[config.mk]
export PLATFORM = sky130hd
export DESIGN_NAME = rx_byte_acct
export DESIGN_NICKNAME = d
export VERILOG_FILES = /design/src/rtl/rx_acct_pkg.sv /design/src/rtl/rx_left_ctr.sv /design/src/rtl/rx_occ_ctr.sv /design/src/rtl/rx_left_snap.sv /design/src/rtl/rx_byte_acct.sv
export SDC_FILE = /design/constraint.sdc
export NUM_CORES = 1
export LEC_CHECK = 0
export BUFFER_PORTS_ARGS = -buffer_cell sky130_fd_sc_hd__buf_4
export CAP_MARGIN = 30
export CORE_UTILIZATION = 40
export DETAILED_ROUTE_END_ITERATION = 12
export GPL_TIMING_DRIVEN = 0
export PLACE_DENSITY_LB_ADDON = 0.05
export SYNTH_ARGS = -nofsm -noshare
export SYNTH_HDL_FRONTEND = slang
export SYNTH_SLANG_ARGS = --single-unit
[constraint.sdc]
create_clock -name clk -period 11.4 [get_ports clk]
set_input_delay 3.42 -clock clk [delete_from_list [all_inputs] [get_ports clk]]
set_output_delay 3.42 -clock clk [all_outputs]
set_load 0.05 [all_outputs]
[src/rtl/rx_acct_pkg.sv]
package rx_acct_pkg;
  // Width of the readable remaining-bytes word and position of the lock flag
  localparam int WORD_W   = 16;
  localparam int LOCK_POS = 15;
endpackage

[src/rtl/rx_left_ctr.sv]
module rx_left_ctr #(
  parameter int LEN_W = 10,
  parameter int CNT_W = 11,
  parameter int INC_W = 3
) (
  input  logic             clk,
  input  logic             rst,
  input  logic             pkt_start,
  input  logic [LEN_W-1:0] pkt_len,
  input  logic [INC_W-1:0] arr_bytes,
  output logic [LEN_W-1:0] len_q,
  output logic [CNT_W-1:0] left_q
);
  localparam int EXT_W = CNT_W + 1;

  logic [EXT_W-1:0] base;
  logic [EXT_W-1:0] amt;
  logic [EXT_W-1:0] left_nxt;

  always_comb begin
    base = pkt_start ? EXT_W'(pkt_len) : EXT_W'(left_q);
    amt  = EXT_W'(arr_bytes);
    left_nxt = (base > amt) ? (base - amt) : '0;
  end

  always_ff @(posedge clk) begin
    if (rst) begin
      len_q  <= '0;
      left_q <= '0;
    end else begin
      if (pkt_start) len_q <= pkt_len;
      left_q <= left_nxt[CNT_W-1:0];
    end
  end


  load_len_chk: assert property (@(posedge clk) disable iff (rst)
    (pkt_start && arr_bytes == '0) |=> (left_q == CNT_W'($past(pkt_len)) && len_q == $past(pkt_len)));

  no_rise_chk: assert property (@(posedge clk) disable iff (rst)
    !pkt_start |=> (left_q <= $past(left_q)));
endmodule

[src/rtl/rx_occ_ctr.sv]
module rx_occ_ctr #(
  parameter int CNT_W      = 11,
  parameter int INC_W      = 3,
  parameter int WORD_BYTES = 4
) (
  input  logic             clk,
  input  logic             rst,
  input  logic [INC_W-1:0] arr_bytes,
  input  logic             fw_pop,
  input  logic             flush,
  output logic [CNT_W-1:0] occ_q
);
  localparam int SUM_W = CNT_W + 2;
  localparam logic [SUM_W-1:0] MAXV = SUM_W'((1 << CNT_W) - 1);

  logic [SUM_W-1:0] sum;
  logic [SUM_W-1:0] take;
  logic [SUM_W-1:0] rem;

  always_comb begin
    sum  = SUM_W'(occ_q) + SUM_W'(arr_bytes);
    take = fw_pop ? SUM_W'(WORD_BYTES) : '0;
    rem  = (sum > take) ? (sum - take) : '0;
    if (rem > MAXV) rem = MAXV;
  end

  always_ff @(posedge clk) begin
    if (rst)        occ_q <= '0;
    else if (flush) occ_q <= '0;
    else            occ_q <= rem[CNT_W-1:0];
  end


  flush_zero_chk: assert property (@(posedge clk) disable iff (rst)
    flush |=> (occ_q == '0));

  pop_step_chk: assert property (@(posedge clk) disable iff (rst)
    (fw_pop && !flush && arr_bytes == '0 && occ_q >= CNT_W'(WORD_BYTES))
      |=> (occ_q == $past(occ_q) - CNT_W'(WORD_BYTES)));
endmodule

[src/rtl/rx_left_snap.sv]
module rx_left_snap
  import rx_acct_pkg::*;
#(
  parameter int CNT_W = 11
) (
  input  logic              clk,
  input  logic              rst,
  input  logic [CNT_W-1:0]  left_live,
  input  logic              rd_occ,
  input  logic              rd_left,
  input  logic              flush,
  input  logic              pkt_start,
  output logic [WORD_W-1:0] left_word
);
  localparam int PAD_W = LOCK_POS - CNT_W;

  logic             lock_q;
  logic [CNT_W-1:0] snap_q;

  always_ff @(posedge clk) begin
    if (rst) begin
      lock_q <= 1'b0;
      snap_q <= '0;
    end else if (flush || pkt_start) begin
      lock_q <= 1'b0;
    end else if (rd_occ) begin
      lock_q <= 1'b1;
      snap_q <= left_live;
    end else if (rd_left) begin
      lock_q <= 1'b0;
    end
  end

  always_comb begin
    left_word = {lock_q, {PAD_W{1'b0}}, (lock_q ? snap_q : left_live)};
  end


  snap_take_chk: assert property (@(posedge clk) disable iff (rst)
    (rd_occ && !flush && !pkt_start) |=> (lock_q && snap_q == $past(left_live)));

  lock_drop_chk: assert property (@(posedge clk) disable iff (rst)
    (flush || pkt_start) |=> !left_word[LOCK_POS]);

  release_chk: assert property (@(posedge clk) disable iff (rst)
    (rd_left && !rd_occ) |=> !lock_q);
endmodule

[src/rtl/rx_byte_acct.sv]
module rx_byte_acct
  import rx_acct_pkg::*;
#(
  parameter int LEN_W      = 10,
  parameter int CNT_W      = 11,
  parameter int INC_W      = 3,
  parameter int WORD_BYTES = 4
) (
  input  logic              clk,
  input  logic              rst,
  input  logic              pkt_start,
  input  logic [LEN_W-1:0]  pkt_len,
  input  logic [INC_W-1:0]  arr_bytes,
  input  logic              fw_pop,
  input  logic              rd_occ,
  input  logic              rd_left,
  input  logic              flush,
  output logic [LEN_W-1:0]  pkt_len_o,
  output logic [CNT_W-1:0]  occ_o,
  output logic [WORD_W-1:0] left_word_o
);
  logic [CNT_W-1:0] left_live;

  rx_left_ctr #(.LEN_W(LEN_W), .CNT_W(CNT_W), .INC_W(INC_W)) u_left (
    .clk(clk), .rst(rst), .pkt_start(pkt_start), .pkt_len(pkt_len),
    .arr_bytes(arr_bytes), .len_q(pkt_len_o), .left_q(left_live)
  );

  rx_occ_ctr #(.CNT_W(CNT_W), .INC_W(INC_W), .WORD_BYTES(WORD_BYTES)) u_occ (
    .clk(clk), .rst(rst), .arr_bytes(arr_bytes), .fw_pop(fw_pop),
    .flush(flush), .occ_q(occ_o)
  );

  rx_left_snap #(.CNT_W(CNT_W)) u_snap (
    .clk(clk), .rst(rst), .left_live(left_live), .rd_occ(rd_occ),
    .rd_left(rd_left), .flush(flush), .pkt_start(pkt_start),
    .left_word(left_word_o)
  );


  init_zero_chk: assert property (@(posedge clk)
    $past(rst) |-> (occ_o == '0 && left_word_o == '0 && pkt_len_o == '0));
endmodule

==> results of run 1 <==
[cells by family (layout without fill, tap and decap cells)]
group                      after synthesis  in the layout  synth area share
AOI/OAI and AO/OA                       52             52            0.1397
xor gates and xnor gates                23             23           0.07703
adders and majority gates               10             10           0.05359
buffers and inverters                   37             95           0.06794
DFF                                     44             44            0.3368
muxes                                   34             34            0.1340
other                                    1              4          0.001434
and+or+nand+nor                        102            102            0.1895
[placed cells by master (no fill, tap or decap), types with 4 or more instances in the layout]
master    count
xor2_1        7
mux2_2        8
nand2_1      13
conb_1        4
clkbuf_8      5
nor3_1       17
nand3_1       4
ha_1          8
clkbuf_1     10
buf_2         4
a21oi_1      11
a31oi_2       4
dfxtp_1      44
nor2_1       43
o21ai_0       8
inv_1        12
nand2b_1      5
xnor2_1      16
a31oi_1       6
buf_4        57
mux2i_1      26
[layout make-up]
cell class	instances	area [µm²]	area share
Clock inverter	3	46.29	0.01441
Tap cell	77	96.34	0.02998
Clock buffer	5	68.82	0.02142
Buffer	25	132.6	0.04128
Multi-Input combinational cell	225	1568	0.4879
Inverter	12	45.04	0.01402
Timing Repair Buffer	50	375.4	0.1168
Sequential cell	44	880.8	0.2741
[metrics by stage]
stage               power [W]  cells  utilization  worst slack [ns]
global placement    0.0004699    433       0.4907             4.116
CTS                 0.0005999    441       0.5089             4.451
global route        0.0006334    441       0.5089             4.152
floorplan           0.0004027    306            -             5.019
detailed placement  0.0004708    433       0.4907             4.161
finish              0.0005958    441       0.5089             4.510
[power by group]
group | internal, W | switching (W)
Clock | 0.0000661 | 0.0000602
Combinational | 0.000105 | 0.000178
Sequential | 0.000172 | 0.0000143
Total | 0.000343 | 0.000253
[worst min-delay path by stage]
stage	end	slack (ns)	cells past startpoint
final	u_left.len_q[6]	0.48	2
after global routing	u_left.len_q[6]	0.51	2
after floorplan	u_snap.snap_q[0]	0.45	2
after detailed placement	u_left.len_q[6]	0.47	2
after global placement	u_left.len_q[6]	0.46	2
after CTS	u_left.len_q[6]	0.48	2
[state kept, by name, summed over array words and instances (netlist names)]
signal	count
u_snap.snap_q	11
u_occ.occ_q	11
u_left.len_q	10
u_left.left_q	11
u_snap.lock_q	1
[worst reg2reg max path: stages (launching register included)]
cell and delay (ns):
dfxtp_1 0.33, ha_1 0.23, fa_1 0.47, a2111oi_0 0.60, nand4_1 0.16, o211ai_1 0.21
nand3_1 0.18, o211ai_1 0.28, buf_2 0.30, a31oi_1 0.14
[per-layer routing]
| metal | global-route usage | vias up | routed length (µm) | part of all wire |
|---|---|---|---|---|
| met5 | 0 | - | 0 | 0 |
| met4 | 0.06270 | 0 | 52 | 0.0080 |
| met3 | 0.04175 | 4 | 321 | 0.049 |
| met2 | 0.3077 | 60 | 3028 | 0.47 |
| met1 | 0.2638 | 1072 | 3093 | 0.48 |
| li1 | - | 1170 | - | - |
==> out/qor.csv, run 1 <==
metric,value,unit
cts_tree,yes,
drcViolationCount,0,
std_cell_rows,29,
max_freq,0.1451,GHz
hold_viol,0,
fp.dieH,82.86,µm
initial_core_util,0.4142,
critPathTopFamily,buffers and inverters,
place.gp.congestion,0.8483,
min_period_over_period,0.6044,
maxSlewHeadroom,0.4363,
ys_ff_latch,44,
regToRegEndpoint,u_occ.occ_q[1],
r2r_start,u_occ.occ_q[0],
postCtsHoldBufs,0,
endpoint_kind,flop,
numCtsBuffers,5,
crit_buf_inv,6,
n_fill_cell,633,
core,6314,µm²
reg2regPathDepth,9,
grt_pass1_wl,10640,µm
min_period,6.890,ns
crit_chain,clkbuf_1 > buf_1 > clkbuf_1 > buf_1 > mux2i_1 > ha_1 > fa_1 > inv_1 > a21o_1 > a21oi_1 > a21o_1 > clkbuf_1 > nor3_1,
r2r_setup_slack,8.38,ns
drtAntennaViolNets,0,
syn_to_final_growth,22.87,%
yosysUniqueCellTypes,50,
nets,393,
critPathMaxStageDelay,0.59,ns
place_area,3098,µm²
drt_iter0_markers,115,
yosysTopAreaCell,dfxtp_1,
synth_cells,303,
critPathLaunchType,input port,
cp.required,11.64,ns
cap_violations,0,
clock_skew,0.009655,ns
worstSetupEndpoint,u_left.left_q[5],
crit_cells,13,
synth_ff_type,dfxtp_1,
drt_wl_total,6495,µm
hp-start,u_left.len_q[6],
die_w,82.86,µm
drv_slew,0,
syn_area,2615,µm²
antenna_found_initial,0,
cts_max_level,2,
seq_area_frac_synth,0.3368,
crit_type,in -> reg,
port_buffers,50,
root_buffer,clkbuf_8,
yosysMostFrequentCell,dfxtp_1,
cp.arrival,7.13,ns
clock_latency,0.31,ns
total_leakage_power,1.359,nW
synthTopCellsByArea,"dfxtp_1 34%, mux2i_1 10%, nor2_1 6.2%",
whs,0.4761,ns
wl_per_cell,14.73,µm
cp-startpoint,pkt_start,
synthArstFlopShare,0,
synthTopCellsByCount,"44 x dfxtp_1, 43 x nor2_1, 26 x mux2i_1",
grt-ovfl-total,0,
cts.sinks,44,
dr.pass1.iters,5,
clockBufferDepth,2,
grtUsageTotal,0.1945,
grt_pass1_vias,2160,
peakVddDrop,0.09284,mV
powerDensity,185.4,nW/µm²
post_cts_buffers,0,
via_count,2306,
hpwlAfterDp,4877,µm
drive_gt1_frac,0.2418,
outcome,"finished, final reports clean",
ios,57,
routed_via_density,5.229,
tightest_slew,0.8455,ns
worstPathMaxFanout,10,
avgSynthCellArea,8.630,µm²
setup_tns,0,ns
post-route-cell-area,3213,µm²
slowest_stage,buf_1,
crit_top_cell,clkbuf_1,
setup_viol_count_final,0,
path_clk_slew,0.09,ns
grt_max_degree,16,
yosys_warnings,0,
holdCritPathClass,reg -> reg,
diodes,0,
dieArea,6865,µm²
yosysTopAreaCellShare,0.3368,
rsz0062_at_grt,false,
synth_edf_count,0,
ctsResizeCount,0,
No activity file was read; power rests on OpenSTA's default activity.
==> inputs of run 2 (changes only) <==
--- a/config.mk
+++ b/config.mk
@@ -5,6 +5,7 @@
 export SDC_FILE = /design/constraint.sdc
 export NUM_CORES = 1
 export LEC_CHECK = 0
+export ABC_AREA = 1
 export BUFFER_PORTS_ARGS = -buffer_cell sky130_fd_sc_hd__buf_4
 export CAP_MARGIN = 30
 export CORE_UTILIZATION = 40
==> constraint.sdc (replaced) <==
create_clock -name clk -period 6.45 [get_ports clk]
set_input_delay 1.935 -clock clk [delete_from_list [all_inputs] [get_ports clk]]
set_output_delay 1.935 -clock clk [all_outputs]
set_load 0.05 [all_outputs]
==> out/qor.csv, run 2 <==
metric,value,unit,change
outcome,"finished, final reports clean",,
nets,470,,+20%
fp.dieH,82.68,µm,-0.21%
place.gp.congestion,0.8756,,+3.2%
p_total,0.001182,W,+98%
syn_to_final_growth,22.25,%,
initial_core_util,0.4124,,-0.001784
drtAntennaViolNets,0,,unchanged
setup_tns,0,ns,unchanged
grt_pass1_wl,10190,µm,-4.2%
avgSynthCellArea,6.888,µm²,-20%
path_clk_slew,0.09,ns,about the same
max_freq,0.2544,GHz,
r2r_setup_slack,3.97,ns,-4.41 ns
ios,57,,unchanged
critPathMaxStageDelay,0.49,ns,-0.10 ns
critPathLaunchType,input port,,
grt-ovfl-total,0,,unchanged
port_buffers,52,,+4.0%
hold_viol,0,,unchanged
whs_path_depth,2,,unchanged
cts.sinks,44,,unchanged
grt_pass1_vias,2143,,-0.79%
powerDensity,371.4,nW/µm²,+100%
cts_max_level,2,,unchanged
hpwlAfterDp,5272,µm,+8.1%
synth_cells,378,,+25%
die_w,82.68,µm,-0.21%
yosys_warnings,0,,unchanged
synthTopCellsByArea,"dfxtp_1 34%, nand2_1 12%, o21ai_0 7.1%",,
antenna_found_initial,0,,unchanged
drive_gt1_frac,0.2341,,-0.007667
synthArstFlopShare,0,,unchanged
holdCritPathClass,reg -> reg,,
numCtsBuffers,5,,unchanged
yosysTopAreaCellShare,0.3383,,+0.001457
synth_edf_count,0,,unchanged
grt_max_degree,14,,-2
maxSlewHeadroom,0.6475,,+0.2112
std_cell_rows,29,,unchanged
root_buffer,clkbuf_8,,
setup_viol_count_final,0,,unchanged
crit_top_cell,ha_1,,
final_common_cell,nand2_1,,
drv_slew,0,,unchanged
clockBufferDepth,2,,unchanged
tightest_slew,0.5232,ns,-0.3223 ns
regToRegEndpoint,u_occ.occ_q[8],,
crit_type,in -> reg,,
worstPathMaxFanout,4,,-6
dieArea,6836,µm²,-0.42%
min_period_over_period,0.6094,,
yosysTopAreaCell,dfxtp_1,,
mostFrequentLayoutCells,"85 x nand2_1, 57 x buf_4, 44 x dfxtp_1",,
crit_chain,buf_4 > ha_1 > fa_1 > xnor2_1 > ha_1 > ha_1 > nand3_1 > nor2_1 > nand2_1 > xor2_1 > nand2_1 > nand2_2,,
reg_top3,"u_left.left_q (11), u_occ.occ_q (11), u_snap.snap_q (11)",,
cts_tree,yes,,
hp-start,u_left.len_q[8],,
seq_area_frac_synth,0.3383,,+0.001457
wl_per_cell,12.69,µm,-14%
yosysMostFrequentCell,nand2_1,,
endpoint_kind,flop,,
rsz0062_at_grt,false,,
slowest_stage,fa_1,,
drcViolationCount,0,,unchanged
dr.pass1.iters,4,,-1
finish.utilization,0.5042,,-0.004756
via_count,2470,,+7.1%
clock_skew,0.005308,ns,-0.004346 ns
total_leakage_power,1.505,nW,+11%
syn_area,2604,µm²,-0.43%
postCtsHoldBufs,0,,unchanged
drt_wl_total,6562,µm,+1.0%
core,6314,µm²,unchanged
routed_via_density,4.778,,-8.6%
n_fill_cell,665,,+5.1%
post_cts_buffers,0,,unchanged
diodes,0,,unchanged
peakVddDrop,0.2788,mV,+200%
synthTopCellsByCount,"85 x nand2_1, 44 x dfxtp_1, 42 x inv_1",,
r2r_start,u_occ.occ_q[0],,
drt_iter0_markers,96,,-17%
cp.required,6.64,ns,-5.00 ns
ys_ff_latch,44,,unchanged
cp.arrival,4.12,ns,-3.01 ns
worstHoldEndpoint,u_left.len_q[8],,
reg2regPathDepth,11,,+2
synth_ff_type,dfxtp_1,,
yosysUniqueCellTypes,31,,-38%
cap_violations,0,,unchanged
min_period,3.931,ns,
clock_latency,0.29,ns,-0.02 ns
grtUsageTotal,0.1991,,+0.004580
ctsResizeCount,0,,unchanged
-- run 2: routing by layer --
layer | part of all wire | up-vias | global-route usage
li1 | - | 1320 | -
met2 | 0.43 | 57 | 0.2992
met3 | 0.039 | 6 | 0.02747
met1 | 0.52 | 1087 | 0.2983
met4 | 0.0066 | 0 | 0.04138
met5 | 0 | - | 0
-- run 2: worst max-delay path by stage --
stage                       startpoint               end  slack, ns  cells past startpoint
after floorplan           arr_bytes[0]    u_occ.occ_q[8]       2.67                     11
after global placement    arr_bytes[0]    u_occ.occ_q[8]       2.24                     12
after detailed placement  arr_bytes[0]    u_occ.occ_q[8]       2.26                     12
after CTS                 arr_bytes[0]    u_occ.occ_q[8]       2.55                     12
after global routing         pkt_start  u_left.left_q[9]       2.32                     13
final                     arr_bytes[0]    u_occ.occ_q[8]       2.52                     12
-- run 2: final cells by class --
cell class | instances | area, µm² | area share
multi-input combinational | 277 | 1478 | 0.4642
sequential | 44 | 880.8 | 0.2767
timing repair buffer | 52 | 390.4 | 0.1226
inverter | 46 | 175.2 | 0.05503
tap | 77 | 96.34 | 0.03027
buffer | 14 | 81.33 | 0.02555
clock buffer | 5 | 68.82 | 0.02162
clock inverter | 2 | 12.51 | 0.003931
-- run 2: cells by family after synthesis --
logic type,count (synthesis),synth area share
AND/OR/NAND/NOR,183,0.3364
adder cells (fa/ha/maj),10,0.05382
XOR/XNOR,10,0.03364
flip-flops,44,0.3383
other,1,0.001440
AO/OA/AOI/OAI,70,0.1379
buffers and inverters,60,0.09851
-- run 2: metrics by stage --
stage                     hold slack, ns  worst slack, ns  area (µm²)  std cells
final                             0.4631            2.519        3183        517
after global routing              0.4817            2.322        3183        517
after CTS                         0.4650            2.550        3183        517
after detailed placement          0.4532            2.262        3102        510
after global placement            0.4457            2.240        3102        510
after floorplan                   0.4395            2.673        2615        381
-- run 2: worst max-delay path, delay by kind of cell --
kind                       cells  cell delay, ns
xor gates and xnor gates       2            0.34
buffers and inverters          1            0.11
adders and majority gates      4            1.23
and+or+nand+nor                5            0.50
-- run 2: report_power, final --
| group | leakage, nW | internal, W | total, W | switching, W |
|---|---|---|---|---|
| clock | 0.0400 | 0.0000735 | 0.000167 | 0.0000936 |
| sequential | 0.362 | 0.000316 | 0.000358 | 0.0000423 |
| combinational | 1.10 | 0.000214 | 0.000657 | 0.000444 |
| total | 1.51 | 0.000603 | 0.00118 | 0.000579 |
